$ cat src/rtl/sr_exu_pkg.sv
// Package: shared operation codes and shifter variants for the execute unit.
// Assumes a 5-bit operation code. The numeric values are part of the interface.
package sr_exu_pkg;

    localparam int OP_W = 5;

    typedef enum logic [OP_W-1:0] {
        OP_ADD    = 5'd0,
        OP_SUB    = 5'd1,
        OP_AND    = 5'd2,
        OP_OR     = 5'd3,
        OP_XOR    = 5'd4,
        OP_NOR    = 5'd5,
        OP_SLL    = 5'd6,
        OP_SRL    = 5'd7,
        OP_SRA    = 5'd8,
        OP_ROL    = 5'd9,
        OP_ROR    = 5'd10,
        OP_SLLI   = 5'd11,
        OP_SRLI   = 5'd12,
        OP_SRAI   = 5'd13,
        OP_ROLI   = 5'd14,
        OP_CMPEQ  = 5'd15,
        OP_CMPNE  = 5'd16,
        OP_CMPLT  = 5'd17,
        OP_CMPGE  = 5'd18,
        OP_CMPLTU = 5'd19,
        OP_CMPGEU = 5'd20
    } exu_op_e;

    typedef enum logic [2:0] {
        SK_SHL,
        SK_SHR,
        SK_SAR,
        SK_ROL,
        SK_ROR
    } shift_kind_e;

    // True for any shift or rotate code.
    function automatic logic op_is_shift(logic [OP_W-1:0] op);
        return (op >= OP_SLL) && (op <= OP_ROLI);
    endfunction

    // True for the immediate-amount forms.
    function automatic logic op_is_imm(logic [OP_W-1:0] op);
        return (op >= OP_SLLI) && (op <= OP_ROLI);
    endfunction

    // True for any compare code.
    function automatic logic op_is_cmp(logic [OP_W-1:0] op);
        return (op >= OP_CMPEQ) && (op <= OP_CMPGEU);
    endfunction

    // True for either rotate direction.
    function automatic logic op_is_rot(logic [OP_W-1:0] op);
        return (op == OP_ROL) || (op == OP_ROR) || (op == OP_ROLI);
    endfunction

endpackage

$ cat src/rtl/sr_exu_arith.sv
// Module: add, subtract and the four bitwise operations.
// Assumes the caller selects this output only for codes ADD..NOR.
// Returns zero for any other code.
module sr_exu_arith
    import sr_exu_pkg::*;
#(
    parameter int W = 32
) (
    input  logic [OP_W-1:0] op,
    input  logic [W-1:0]    a,
    input  logic [W-1:0]    b,
    output logic [W-1:0]    y
);

    // Pick the arithmetic or bitwise function for the code.
    always_comb begin
        unique case (op)
            OP_ADD:  y = a + b;
            OP_SUB:  y = a - b;
            OP_AND:  y = a & b;
            OP_OR:   y = a | b;
            OP_XOR:  y = a ^ b;
            OP_NOR:  y = ~(a | b);
            default: y = '0;
        endcase
    end

endmodule

$ cat src/rtl/sr_exu_shift.sv
// Module: logarithmic barrel shifter built from right-shifting stages.
// Left shifts and left rotates reverse the bit order before and after the
// stages, so one right-shifting core serves all five variants.
// Assumes W is a power of two and AW = log2(W).
module sr_exu_shift
    import sr_exu_pkg::*;
#(
    parameter int W  = 32,
    parameter int AW = $clog2(W)
) (
    input  logic [W-1:0]  din,
    input  logic [AW-1:0] amt,
    input  shift_kind_e   kind,
    output logic [W-1:0]  dout
);

    localparam int STAGES = AW;

    logic          flip;
    logic          rot;
    logic          fill_bit;
    logic [W-1:0]  core_in;
    logic [W-1:0]  stg [STAGES+1];

    // Decode the variant into a reversal, a wrap and a fill bit.
    always_comb begin
        flip     = (kind == SK_SHL) || (kind == SK_ROL);
        rot      = (kind == SK_ROL) || (kind == SK_ROR);
        fill_bit = (kind == SK_SAR) ? din[W-1] : 1'b0;
    end

    // Reverse the operand for the left-going variants.
    always_comb begin
        for (int i = 0; i < W; i++) begin
            core_in[i] = flip ? din[W-1-i] : din[i];
        end
    end

    assign stg[0] = core_in;

    // One stage per amount bit, each moving the word right by 2**k.
    for (genvar k = 0; k < STAGES; k++) begin : g_stage
        localparam int SH = 1 << k;
        logic [SH-1:0] fill;
        always_comb begin
            fill = rot ? stg[k][SH-1:0] : {SH{fill_bit}};
        end
        assign stg[k+1] = amt[k] ? {fill, stg[k][W-1:SH]} : stg[k];
    end

    // Undo the reversal on the way out.
    always_comb begin
        for (int i = 0; i < W; i++) begin
            dout[i] = flip ? stg[STAGES][W-1-i] : stg[STAGES][i];
        end
    end

endmodule

$ cat src/rtl/sr_exu_cmp.sv
// Module: comparator producing a 0/1 word for the six compare codes.
// Assumes the caller selects this output only for compare codes.
// Returns zero for any other code.
module sr_exu_cmp
    import sr_exu_pkg::*;
#(
    parameter int W = 32
) (
    input  logic [OP_W-1:0] op,
    input  logic [W-1:0]    a,
    input  logic [W-1:0]    b,
    output logic [W-1:0]    y
);

    logic eq;
    logic lt_s;
    logic lt_u;
    logic hit;

    // Form the three base relations once.
    always_comb begin
        eq   = (a == b);
        lt_u = (a < b);
        lt_s = ($signed(a) < $signed(b));
    end

    // Map the code onto one relation or its inverse.
    always_comb begin
        unique case (op)
            OP_CMPEQ:  hit = eq;
            OP_CMPNE:  hit = !eq;
            OP_CMPLT:  hit = lt_s;
            OP_CMPGE:  hit = !lt_s;
            OP_CMPLTU: hit = lt_u;
            OP_CMPGEU: hit = !lt_u;
            default:   hit = 1'b0;
        endcase
        y = {{(W-1){1'b0}}, hit};
    end

endmodule

$ cat src/rtl/sr_exu_top.sv
// Module: execute unit top. Routes the operands to the arithmetic, shifter
// and compare units, selects the result by code class, and registers it.
// Assumes a synchronous active-low reset. The result holds while idle.
module sr_exu_top
    import sr_exu_pkg::*;
#(
    parameter int DATA_W = 32,
    localparam int AMT_W = $clog2(DATA_W)
) (
    input  logic              clk,
    input  logic              rst_n,
    input  logic              in_valid,
    input  logic [OP_W-1:0]   op_sel,
    input  logic [DATA_W-1:0] opnd_a,
    input  logic [DATA_W-1:0] opnd_b,
    input  logic [AMT_W-1:0]  imm_amt,
    output logic              out_valid,
    output logic [DATA_W-1:0] result
);

    logic [AMT_W-1:0]  amt_sel;
    shift_kind_e       kind;
    logic [DATA_W-1:0] arith_y;
    logic [DATA_W-1:0] shift_y;
    logic [DATA_W-1:0] cmp_y;
    logic [DATA_W-1:0] res_d;

    // Choose the amount source and the shifter variant from the code.
    always_comb begin
        amt_sel = op_is_imm(op_sel) ? imm_amt : opnd_b[AMT_W-1:0];
        unique case (op_sel)
            OP_SLL, OP_SLLI: kind = SK_SHL;
            OP_SRL, OP_SRLI: kind = SK_SHR;
            OP_SRA, OP_SRAI: kind = SK_SAR;
            OP_ROL, OP_ROLI: kind = SK_ROL;
            OP_ROR:          kind = SK_ROR;
            default:         kind = SK_SHL;
        endcase
    end

    sr_exu_arith #(.W(DATA_W)) u_arith (
        .op (op_sel),
        .a  (opnd_a),
        .b  (opnd_b),
        .y  (arith_y)
    );

    sr_exu_shift #(.W(DATA_W), .AW(AMT_W)) u_shift (
        .din  (opnd_a),
        .amt  (amt_sel),
        .kind (kind),
        .dout (shift_y)
    );

    sr_exu_cmp #(.W(DATA_W)) u_cmp (
        .op (op_sel),
        .a  (opnd_a),
        .b  (opnd_b),
        .y  (cmp_y)
    );

    // Pick the unit whose class matches the code. Unused codes give zero.
    always_comb begin
        if (op_sel <= OP_NOR) begin
            res_d = arith_y;
        end else if (op_is_shift(op_sel)) begin
            res_d = shift_y;
        end else if (op_is_cmp(op_sel)) begin
            res_d = cmp_y;
        end else begin
            res_d = '0;
        end
    end

    // Output register: load on valid, hold when idle, clear on reset.
    always_ff @(posedge clk) begin
        if (!rst_n) begin
            out_valid <= 1'b0;
            result    <= '0;
        end else begin
            out_valid <= in_valid;
            if (in_valid) begin
                result <= res_d;
            end
        end
    end

    p_valid_next_r12: assert property (@(posedge clk) disable iff (!rst_n)
        in_valid |=> out_valid);

    p_idle_hold_r12: assert property (@(posedge clk) disable iff (!rst_n)
        !in_valid |=> (!out_valid && $stable(result)));

    p_cmp_bool_r10: assert property (@(posedge clk) disable iff (!rst_n)
        (in_valid && op_is_cmp(op_sel)) |=> (result[DATA_W-1:1] == '0));

    p_unused_zero_r11: assert property (@(posedge clk) disable iff (!rst_n)
        (in_valid && (op_sel > OP_CMPGEU)) |=> (result == '0));

    p_zero_amt_r6: assert property (@(posedge clk) disable iff (!rst_n)
        (in_valid && op_is_shift(op_sel) && (amt_sel == '0)) |=> (result == $past(opnd_a)));

    p_rot_bits_r6: assert property (@(posedge clk) disable iff (!rst_n)
        (in_valid && op_is_rot(op_sel)) |=> ($countones(result) == $countones($past(opnd_a))));

endmodule

$ cat config.mk
export PLATFORM = sky130hd
export DESIGN_NAME = sr_exu_top
export DESIGN_NICKNAME = d
export VERILOG_FILES = /design/src/rtl/sr_exu_pkg.sv /design/src/rtl/sr_exu_arith.sv /design/src/rtl/sr_exu_shift.sv /design/src/rtl/sr_exu_cmp.sv /design/src/rtl/sr_exu_top.sv
export SDC_FILE = /design/constraint.sdc
export NUM_CORES = 1
export LEC_CHECK = 0
export ABC_AREA = 1
export BUFFER_PORTS_ARGS = -buffer_cell sky130_fd_sc_hd__buf_2
export CAP_MARGIN = 20
export CORE_ASPECT_RATIO = 1.75
export CORE_MARGIN = 8
export CORE_UTILIZATION = 26
export DETAILED_ROUTE_END_ITERATION = 10
export PLACE_DENSITY_LB_ADDON = 0.05
export REMOVE_ABC_BUFFERS = 1
export SKIP_CTS_REPAIR_TIMING = 1
export SYNTH_ARGS = -nofsm -noshare
export SYNTH_HDL_FRONTEND = slang
export SYNTH_SLANG_ARGS = --single-unit
$ cat constraint.sdc
create_clock -name clk -period 4.3 [get_ports clk]
set_clock_uncertainty 0.2 [all_clocks]
set_input_delay 0.43 -clock clk [delete_from_list [all_inputs] [get_ports clk]]
set_output_delay 0.43 -clock clk [all_outputs]
set_load 0.005 [all_outputs]
=== After elaboration in Yosys (flattened, before gate mapping) ===
Memories as Yosys holds them, arrays and structs flattened.
Index checks and enable logic that the tools add are counted.

* Register bits after elaboration: 33
* Logic and storage cells: 124
* Output and inout port bits: 33
* Input port bits: 77
* Bits in read-only memories: 48
* Memories kept: 1

{| class="wikitable"
|+ Memories
! name !! words !! bits a word !! rd ports !! clocked after Yosys merged registers in !! wr ports !! RTL line !! RTL
|-
| (no name shown) || 16 || 3 || 1 || 0 || 0 || sr_exu_top.sv:31 || <nowiki>unique case (op_sel)</nowiki>
|}

* Add/sub/neg operators: 2
* Magnitude comparators: 8
* Muxes and demuxes: 82
* Eq/ne operators: 15
* Reductions and logical operators: 10
* Bitwise logic cells: 4

{| class="wikitable"
|+ Operators with widths
! cell !! number
|-
| 2-to-1 mux 32 bit || 7
|-
| case mux 32 bit (6 select lines) || 1
|-
| 2-to-1 mux 1 bit || 67
|-
| < comparator 32 bit || 2
|-
| adder 32 bit || 1
|-
| bitwise AND 32 bit || 1
|-
| equality test 32 bit || 1
|-
| NOT 32 bit || 1
|-
| bitwise OR 32 bit || 1
|-
| subtractor 32 bit || 1
|-
| XOR 32 bit || 1
|-
| equality test 5 bit (second input constant) || 5
|-
| 2-to-1 mux 16 bit || 1
|-
| equality test 5 x 2 -> 1 bit (second input constant) || 2
|-
| equality test 5 x 3 -> 1 bit (second input constant) || 2
|-
| greater-or-equal comparator 5 x 4 -> 1 bit (second input constant) || 2
|-
| 2-to-1 mux 8 bit || 1
|-
| equality test 3 x 2 -> 1 bit (second input constant) || 2
|-
| case mux 1 bit (6 select lines) || 1
|-
| equality test 5 x 1 -> 1 bit (second input constant) || 1
|-
| equality test 5 x 4 -> 1 bit (second input constant) || 1
|-
| greater-or-equal comparator 5 x 3 -> 1 bit (second input constant) || 1
|-
| <= comparator 5 x 3 -> 1 bit (second input constant) || 1
|-
| <= comparator 5 x 4 -> 1 bit (second input constant) || 1
|-
| 11 further kinds || 16
|}

=== Longest topological paths before layout ===
An unclocked memory read counts as a cell.

* Depth in word-level cells: 18
* Gate-level depth with buffers: 25

=== Cells and area by module ===
A second synthesis with hierarchy kept.

* Cell total of the unflattened synthesis: 2,384
* Area, all modules: 12,484.5 µm²

{| class="wikitable"
|+ By module, submodules not included
! module !! cells each !! area each (µm²) !! instances
|-
| sr_exu_arith || 968 || 5,212.5 || 1
|-
| sr_exu_shift || 710 || 3,181.8 || 1
|-
| sr_exu_top || 506 || 2,850.2 || 1
|-
| sr_exu_cmp || 200 || 1,239.9 || 1
|}

=== Least setup slack after synthesis ===
No wires, ideal clock.

* Path kind: in2reg
* Start point: input opnd_a[0]
* End point: register result[14]
* Buffers on the path: 0
* Setup time: 0.120 ns
* Stages on the path: 15
* Path slack: 1.452 ns
* Arrival time: 2.528 ns
* Data required time: 3.980 ns
* Cells stage by stage: ha_1 > fa_1 > nand3_1 > nand3_1 > inv_1 > nor2_1 > nor2_1 > o21ai_1 > a21oi_1 > o21ai_1 > or2_2 > nand3_1 > o2111ai_1 > a21oi_1 > a21oi_1

* Longest elaborated chain between the ends: 10
* Elaborated cells on any way between the ends: 15
* Classes of those cells: add/sub: 2; mux: 13

{| class="wikitable"
|+ RTL lines
! element !! RTL line !! RTL
|-
| from (decl) || sr_exu_top.sv:14 || <nowiki>input logic [DATA_W-1:0] opnd_a,</nowiki>
|-
| branches (longest 9 deep; another with subtractor 32 bit) || n/a ||
|-
| 2-to-1 mux 32 bit (*) || sr_exu_top.sv:64 || <nowiki>if (op_sel <= OP_NOR) begin</nowiki>
|-
| to (signal assigned) || sr_exu_top.sv:83 || <nowiki>result <= res_d;</nowiki>
|-
| to (decl) || sr_exu_top.sv:18 || <nowiki>output logic [DATA_W-1:0] result</nowiki>
|}

Mark *: on every way between the ends.
A chain may end at the register's enable or synchronous reset.

=== Final worst setup path ===
* Start point: input opnd_a[3]
* End point: register result[28]

* Longest elaborated chain between the ends: 10
* Elaborated cells on any way between the ends: 14
* Classes of those cells: add/sub: 2; mux: 12

{| class="wikitable"
|+ RTL lines
! element !! RTL line
|-
| branches (longest 9 deep; another with subtractor 32 bit) || n/a
|-
| 2-to-1 mux 32 bit (*) || sr_exu_top.sv:64
|}

Marked as above.

==> impl_metrics.env <==
export IMPL_io_pins=110
export IMPL_crit_family="simple AND/OR/NAND/NOR gates"
export IMPL_core_area_um2=39200
export IMPL_dp_cells=2452
export IMPL_r2r_slack_ns=3.24
export IMPL_num_vias=13358
export IMPL_outcome="finished clean"
export IMPL_crit_slowest_cell="o21ai_0"
export IMPL_htreeDepth=2
export IMPL_critPathMaxStageDelay_ns=0.46
export IMPL_synth_yosys_seq_area_share=0.0641
export IMPL_post_place_ws_ns=0.149
export IMPL_chipWidth_um=166
export IMPL_wl_per_cell_um=24.1
export IMPL_drc_errors=0
export IMPL_synth_area_leaders="nand3_1 (18%), nand2_1 (18%), ha_1 (13%)"
export IMPL_holdWs_ns=0.319
export IMPL_cp_end_kind="flop"
export IMPL_p_leak_nw=5.88
export IMPL_cts_tree="done"
export IMPL_fmax_mhz=265
export IMPL_grt_ovfl_total=0
export IMPL_synth_top_area_share=0.185
export IMPL_cpMostUsedCell="nand3_1"
export IMPL_final_nets=2151
export IMPL_drt_first_pass_iters=7
export IMPL_dp_final_hpwl_um=50100
export IMPL_syn_avg_cell_area_um2=5.40
export IMPL_placed_cell_area_um2=11300
export IMPL_tightest_slew_ns=1.14
export IMPL_cts_root_buffer="clkbuf_16"
export IMPL_place_congestion=0.976
export IMPL_postLayoutCoreUtil=0.294
export IMPL_cts_buffers=5
export IMPL_diodes=0
export IMPL_clk_latency_ns=0.31
export IMPL_synthDistinctLibCells=50
export IMPL_cts_num_sinks=33
export IMPL_synth_edff_count=0
export IMPL_critical_path_required_ns=4.30
export IMPL_wirelength_um=59300
export IMPL_synthFlopType="dfxtp_1"
export IMPL_synth_seq_cells=33
export IMPL_irDropWorstVdd_uv=158
export IMPL_period_needed_ns=3.77
export IMPL_row_count=96
export IMPL_drtIter0Drc=776
export IMPL_hold_viol=0
export IMPL_period_share=0.877
export IMPL_crit_chain="buf_2 > inv_1 > ha_1 > nand3_1 > nand3_1 > inv_1 > nor2_1 > nor2_1 > o21ai_1 > a21oi_1 > o21ai_0 > nand4_1 > nand2_1 > nand2_1 > nand3_1 > nand3_1 > nand2_1 > nand3_1 > nand2_1 > inv_1"
export IMPL_grt_pass1_wl_um=86000
export IMPL_crit_arrival_ns=3.77
export IMPL_grt_pass1_vias=13485
export IMPL_dieHeight_um=279
export IMPL_antenna_found_initial=0
export IMPL_slew_headroom=0.240
export IMPL_crit_type="in2reg"
export IMPL_p_per_area_nw_per_um2=217
export IMPL_rsz0062_at_grt="false"
export IMPL_cts_max_path_buffers=2
export IMPL_maxCapViolations=0
export IMPL_initial_core_util=0.263
export IMPL_dieArea_um2=46500
export IMPL_numPortBuffers=109
export IMPL_synthCells=1909
export IMPL_drive_above_1_share=0.109
export IMPL_yosysTopAreaCell="nand3_1"
export IMPL_synthArstFlopShare=0
export IMPL_fill_cells=4702
export IMPL_crit_fanout=6
export IMPL_ant_nets=0
export IMPL_vias_per_cell=5.43
export IMPL_holdCritPathClass="reg2reg"
export IMPL_synthesis_area_um2=10300
export IMPL_ys_warn_count=0
export IMPL_area_delta_synth_final_pct=11.9
export IMPL_grt_usage=0.246
export IMPL_final_area_um2=11500
export IMPL_slew_viol_final=0
export IMPL_setup_ws_ns=0.531
export IMPL_final_cells=2460
export IMPL_grt_max_degree=41
export IMPL_setup_violations=0
export IMPL_worstSetupStartpointType="primary input"
export IMPL_yosys_cell_count_top_type="nand2_1"
export IMPL_ys_top_cells_by_count="nand2_1 (501), nand3_1 (380), inv_1 (221)"
export IMPL_clk_pin_slew_worst_paths_ns=0.07
export IMPL_path_buf_inv=4
-- worst reg2reg max path: cells and delay by family, from the launching register on --
kind                   cells  cell delay (ns)
buffers and inverters      1             0.04
flip-flops                 1             0.46
AND/OR/NAND/NOR            3             0.31
-- area by class of cell --
cell class	count	area [um2]	area share
multi-input cells	1541	8250	0.716
repair buffers	157	931	0.0808
inverters	231	877	0.0761
flip-flops and latches	33	661	0.0573
well taps	490	613	0.0532
clock buffers	5	125	0.0109
clock inverters	3	65.1	0.00564
-- routing by layer --
layer | up-vias | global-route usage | share of wire
met4 | 0 | 0.156 | 0.067
met3 | 134 | 0.0135 | 0.030
met1 | 6286 | 0.244 | 0.36
met2 | 408 | 0.490 | 0.54
li1 | 6530 | - | -
met5 | - | 0 | 0
-- cells by family (layout without fill, tap and decap cells) --
group | Yosys count | after routing | synth area share
AO/OA/AOI/OAI | 382 | 382 | 0.218
XOR/XNOR | 5 | 5 | 0.00425
adder cells (fa/ha/maj) | 105 | 105 | 0.129
buffers and inverters | 335 | 396 | 0.136
flip-flops | 33 | 33 | 0.0641
AND/OR/NAND/NOR | 1049 | 1049 | 0.449
-- power breakdown --
group          internal [mW]  total [mW]  switching (mW)
Clock                  0.332       0.510           0.178
Combinational          0.477        1.66            1.18
Sequential             0.327       0.339          0.0117
Total                   1.14        2.50            1.37
-- sequential cells by signal, indices dropped and copies added, names as in the netlist --
| name | flops |
|---|---|
| out_valid | 1 |
| result | 32 |
-- worst paths after layout --
check                           cells after the start    endpoint       start
worst max register to register                      4  result[30]  result[30]
worst min register to register                      4  result[26]  result[26]
worst max-delay path                               20  result[28]   opnd_a[3]
worst min-delay path                                4  result[26]  result[26]
-- cells in the final DEF, fill, tap and decap left out, types with 6 or more instances in the layout --
| cell | synthesis | routed |
|---|---|---|
| nand2_1 | 501 | 501 |
| o2111ai_1 | 6 | 6 |
| nand4_1 | 8 | 8 |
| buf_4 | 5 | 46 |
| a31oi_1 | 13 | 13 |
| ha_1 | 103 | 103 |
| nor2_1 | 101 | 99 |
| o221ai_1 | 6 | 6 |
| or2_2 | 8 | 8 |
| o211ai_1 | 19 | 19 |
| nand2_2 | 13 | 13 |
| o21ai_1 | 11 | 10 |
| a21oi_1 | 144 | 144 |
| inv_1 | 221 | 220 |
| nor3_1 | 20 | 20 |
| nand3_1 | 380 | 380 |
| a221oi_1 | 35 | 35 |
| o21ai_0 | 117 | 116 |
| buf_2 | 31 | 109 |
| dfxtp_1 | 33 | 33 |
| o22ai_1 | 7 | 7 |
-- metrics by stage --
stage               power (mW)  TNS [ns]
floorplan                 1.32    -10.43
global placement          2.00         0
detailed placement        1.99         0
CTS                       2.51         0
global route              2.67         0
finish                    2.50         0
Note: power is estimated with default switching activity, not from simulation.
